===== config.mk =====
export PLATFORM = sky130hd
export DESIGN_NAME = ioreg_space
export DESIGN_NICKNAME = d
export VERILOG_FILES = /design/src/rtl/ioreg_space.sv
export SDC_FILE = /design/constraint.sdc
export NUM_CORES = 1
export LEC_CHECK = 0
export ABC_AREA = 1
export ABC_CLOCK_PERIOD_IN_PS = 4800
export CORE_MARGIN = 4
export CORE_UTILIZATION = 55
export CTS_CLUSTER_DIAMETER = 100
export DETAILED_ROUTE_END_ITERATION = 16
export PLACE_DENSITY = 0.88
export SLEW_MARGIN = 20
export SYNTH_ARGS = -nofsm -noshare
export SYNTH_HDL_FRONTEND = slang
export SYNTH_SLANG_ARGS = --single-unit

===== constraint.sdc =====
create_clock -name clk -period 4.8 [get_ports clk]
set_input_delay 1.2 -clock clk [delete_from_list [all_inputs] [get_ports clk]]
set_output_delay 1.2 -clock clk [all_outputs]
set_load 0.03 [all_outputs]

===== src/rtl/ioreg_space.sv =====
module ioreg_space #(
  parameter logic [7:0] FLAG_MASK = 8'h0F,
  parameter logic [5:0] STAT_IO   = 6'h0C,
  parameter logic [5:0] GP0_IO    = 6'h1E,
  parameter logic [5:0] GP1_IO    = 6'h2A,
  parameter logic [8:0] GP2_DS    = 9'h09C,
  parameter logic [8:0] DS_OFS    = 9'h020
) (
  input  logic       clk,
  input  logic       rst_n,
  input  logic       req_valid,
  input  logic [2:0] req_op,
  input  logic [8:0] req_addr,
  input  logic [2:0] req_bit,
  input  logic [7:0] req_wdata,
  input  logic [7:0] evt,
  output logic       rsp_valid,
  output logic [7:0] rsp_rdata,
  output logic       rsp_hit,
  output logic       rsp_err
);
  localparam logic [8:0] IO_LAST  = 9'h03F;
  localparam logic [8:0] BIT_LAST = 9'h01F;
  localparam logic [8:0] EXT_LO   = DS_OFS + IO_LAST + 9'h001;
  localparam logic [8:0] EXT_HI   = 9'h0FF;

  localparam logic [2:0] OP_IN = 3'd0, OP_OUT = 3'd1, OP_LD = 3'd2, OP_ST = 3'd3,
                         OP_SET = 3'd4, OP_CLR = 3'd5, OP_TST = 3'd6;

  logic [7:0] stat_q, gp0_q, gp1_q, gp2_q;

  wire is_io  = (req_op == OP_IN) || (req_op == OP_OUT);
  wire is_bit = (req_op == OP_SET) || (req_op == OP_CLR) || (req_op == OP_TST);
  wire is_ds  = (req_op == OP_LD) || (req_op == OP_ST);

  wire ds_io  = is_ds && (req_addr >= DS_OFS) && (req_addr < EXT_LO);
  wire ds_ext = is_ds && (req_addr >= EXT_LO) && (req_addr <= EXT_HI);
  wire io_ok  = (is_io && req_addr <= IO_LAST) || (is_bit && req_addr <= BIT_LAST) || ds_io;

  wire [8:0] io_a = ds_io ? (req_addr - DS_OFS) : req_addr;

  wire sel_stat = io_ok && (io_a == {3'b000, STAT_IO});
  wire sel_gp0  = io_ok && (io_a == {3'b000, GP0_IO});
  wire sel_gp1  = io_ok && (io_a == {3'b000, GP1_IO});
  wire sel_gp2  = ds_ext && (req_addr == GP2_DS);
  wire mapped   = sel_stat || sel_gp0 || sel_gp1 || sel_gp2;

  wire ok     = req_valid && mapped;
  wire do_wr  = ok && ((req_op == OP_OUT) || (req_op == OP_ST));
  wire do_set = ok && (req_op == OP_SET);
  wire do_clr = ok && (req_op == OP_CLR);
  wire do_rd  = ok && ((req_op == OP_IN) || (req_op == OP_LD));
  wire do_tst = ok && (req_op == OP_TST);

  wire [7:0] bmask = 8'h01 << req_bit;

  function automatic logic [7:0] gp_next(input logic [7:0] cur, input logic sel,
                                         input logic wr, input logic st, input logic cl,
                                         input logic [7:0] wd, input logic [7:0] m);
    if (!sel)     return cur;
    else if (wr)  return wd;
    else if (st)  return cur | m;
    else if (cl)  return cur & ~m;
    else          return cur;
  endfunction

  logic [7:0] clr_mask, stat_d, rd_val;

  always_comb begin
    clr_mask = 8'h00;
    if (sel_stat && do_wr)  clr_mask = req_wdata;
    if (sel_stat && do_set) clr_mask = bmask;
    stat_d = ((stat_q & ~clr_mask) | evt) & FLAG_MASK;
  end

  always_comb begin
    rd_val = 8'h00;
    if (sel_stat) rd_val = stat_q;
    if (sel_gp0)  rd_val = gp0_q;
    if (sel_gp1)  rd_val = gp1_q;
    if (sel_gp2)  rd_val = gp2_q;
  end

  always_ff @(posedge clk) begin
    if (!rst_n) begin
      stat_q <= 8'h00;
      gp0_q  <= 8'h00;
      gp1_q  <= 8'h00;
      gp2_q  <= 8'h00;
    end else begin
      stat_q <= stat_d;
      gp0_q  <= gp_next(gp0_q, sel_gp0, do_wr, do_set, do_clr, req_wdata, bmask);
      gp1_q  <= gp_next(gp1_q, sel_gp1, do_wr, do_set, do_clr, req_wdata, bmask);
      gp2_q  <= gp_next(gp2_q, sel_gp2, do_wr, do_set, do_clr, req_wdata, bmask);
    end
  end

  always_ff @(posedge clk) begin
    if (!rst_n) begin
      rsp_valid <= 1'b0;
      rsp_rdata <= 8'h00;
      rsp_hit   <= 1'b0;
      rsp_err   <= 1'b0;
    end else begin
      rsp_valid <= req_valid;
      rsp_rdata <= do_rd ? rd_val : 8'h00;
      rsp_hit   <= do_tst && rd_val[req_bit];
      rsp_err   <= req_valid && !mapped;
    end
  end
endmodule



==> metrics.yaml <==
cts:
  clk_path_buf_depth: 2
  hold_buffers: 0
  clock_sinks: 39
  cts_resized: 0
  clkTransAtPathRegs_ps: 90
  cts_setup_buffers: 0
  clk_latency_ps: 310
  cts.htree.levels: 2
  tritoncts: "built"
  numCtsBuffers: 5
  cts_root_buf: "clkbuf_8"
logic_synthesis:
  yosysSeqAreaShare_pct: 26.7
  syn_area_per_cell_um2: 6.61
  synth_area_um2: 2930
  synth-seq-cells: 39
  synth.distinct_cells: 38
  syn_inst: 443
  yosysWarnings: 0
  syn_nets: 481
routing:
  drt_iter0_drc: 302
  drc_errors: 0
  vias_per_cell: 5.36
  routedWlPerCell_um: 13.7
  wl_um: 7620
  first_pass_iters: 9
  num_vias: 2977
  ant_nets: 0
sta:
  max_freq_ghz: 0.253
  fin_crit_sh_pct: 82.4
  worstMarginPinSlew_ps: 521
  clock_skew_ps: 14.3
  final_max_slew_viol_count: 0
  hold_viol_final: 0
  rsz0062_at_grt: "no"
  min_period_ps: 3960
  fin_hold_ws_ps: 531
  setup_tns_ps: 0
  slew_headroom_pct: 65.2
  finalSetupViolations: 0
worst_setup_path:
  crit_fanout: 18
  required_ps: 5010
  critPathKind: "in2reg"
  cpMaxStageDelayCell: "clkdlybuf4s50_1"
  cp_num_buf_inv: 3
  crit_top_cell: "nand2_2"
  cpPeakStageDelay_ps: 550
  cp-start-kind: "input pin"
  r2r_setup_slack_ps: 3610
  arrival_ps: 4170
  cp_cell_sequence: "clkdlybuf4s50_1 > inv_1 > ha_1 > inv_1 > nor2_1 > nand2_1 > nand2_1 > nand2_2 > nand2_2 > nand3_1 > nor2_2 > nand2_2 > nand4_4 > nand3_4 > or2_1 > a21oi_1 > nor2_1"
  end_kind: "flip-flop"
  cp_top_family: "simple AND/OR/NAND/NOR gates"
power_and_ir_drop:
  power.density_nw_per_um2: 205
  ir_worst_vdd_uv: 179
  p_leak_uw: 0.00154
final_layout:
  final_cell_mix: "nand2_1 (110), inv_1 (65), nor2_1 (63)"
  syn2layout_area_growth_pct: 19.1
  utilization_pct: 67.9
  fin_nets: 522
  final_common_cell: "nand2_1"
  fillers: 457
  final_area_um2: 3490
  drive_gt1_share_pct: 16.1
  antenna_cells: 0
global_routing:
  first_global_vias: 2780
  antenna_found_initial: 0
  grt_max_degree: 28
  grt-ovfl-total: 0
  grt_usage_pct: 24.4
  grt_pass1_wl_um: 12400
floorplanning:
  die_width_um: 81.0
  core-area_um2: 5140
  die_h_um: 81.0
  start_util_pct: 57.0
  fp.dieArea_um2: 6560
  num_rows: 26
  pin_count: 45
status:
  outcome: "finished, final reports clean"
job:
  drv_cap: 0
place:
  dp_hpwl_um: 5770
  dpl-instance-area_um2: 3380
  port_buffers: 40
  place_congestion: 0.936
worst_hold_path:
  hold_class: "reg2reg"
## power by group
part	total, uW	switching (uW)	internal [uW]
Combinational	98.3	58.9	39.4
Sequential	330	2.99	327
Clock	287	132	155
## metrics by stage
step | setup slack (ps) | power, uW | std cells
floorplan | 1720 | 390 | 443
global placement | 630 | 431 | 547
detailed placement | 542 | 434 | 547
CTS | 866 | 715 | 555
global route | 587 | 739 | 555
finish | 843 | 714 | 555
## area by class of cell
| type | instances | area, um2 | share of cell area [%] |
|---|---|---|---|
| multi-input combinational | 319 | 1800 | 51.5 |
| sequential | 39 | 781 | 22.4 |
| timing repair buffer | 44 | 430 | 12.3 |
| inverter | 75 | 282 | 8.07 |
| tap | 70 | 87.6 | 2.51 |
| clock buffer | 5 | 68.8 | 1.97 |
| clock inverter | 3 | 43.8 | 1.26 |
## cells in the mapped netlist (all sizes together)
master	count	area share (%)
nor2	74	12
nor4	1	0.21
inv	75	9.6
dfxtp	39	27
a22oi	1	0.26
o21ai	18	3.2
o211ai	1	0.26
ha	4	1.7
a21oi	15	3.6
o21bai	1	0.26
o22ai	10	5.4
nand3	37	8.3
o32ai	3	0.90
buf	5	1.8
nand4	16	4.4
or2	8	1.7
nand2	121	17
clkbuf	5	0.64
nor3	7	1.8
a31oi	2	0.43
## path summary, 6_finish.rpt
kind | from | endpoint | cells past startpoint
setup / recovery | req_addr[6] | flip-flop | 17
hold / removal | flip-flop | flip-flop | 4
setup reg to reg | flip-flop | rsp_hit$_SDFF_PN0_ | 7
hold reg to reg | flip-flop | flip-flop | 4
## cell families after synthesis
kind of cell	share of synthesized area [%]
buf+inv	12.0
simple gates	45.3
fa+ha+maj	1.71
flops	26.7
compound gates	14.3
## worst register-to-register path: cells and delay by family (launching register included)
family	cells	cell delay [ps]
AOI/OAI and AO/OA	1	70
DFF	1	320
and+or+nand+nor	6	680
## layer usage
| layer | vias to the layer above | wire length, um | track usage [%] |
|---|---|---|---|
| li1 | 1496 | - | - |
| met1 | 1317 | 3230 | 30.7 |
| met4 | 0 | 181 | 7.43 |
| met5 | - | 0 | 0 |
| met3 | 22 | 703 | 5.32 |
| met2 | 142 | 3510 | 41.7 |
Power figures use the tool's default switching activity.
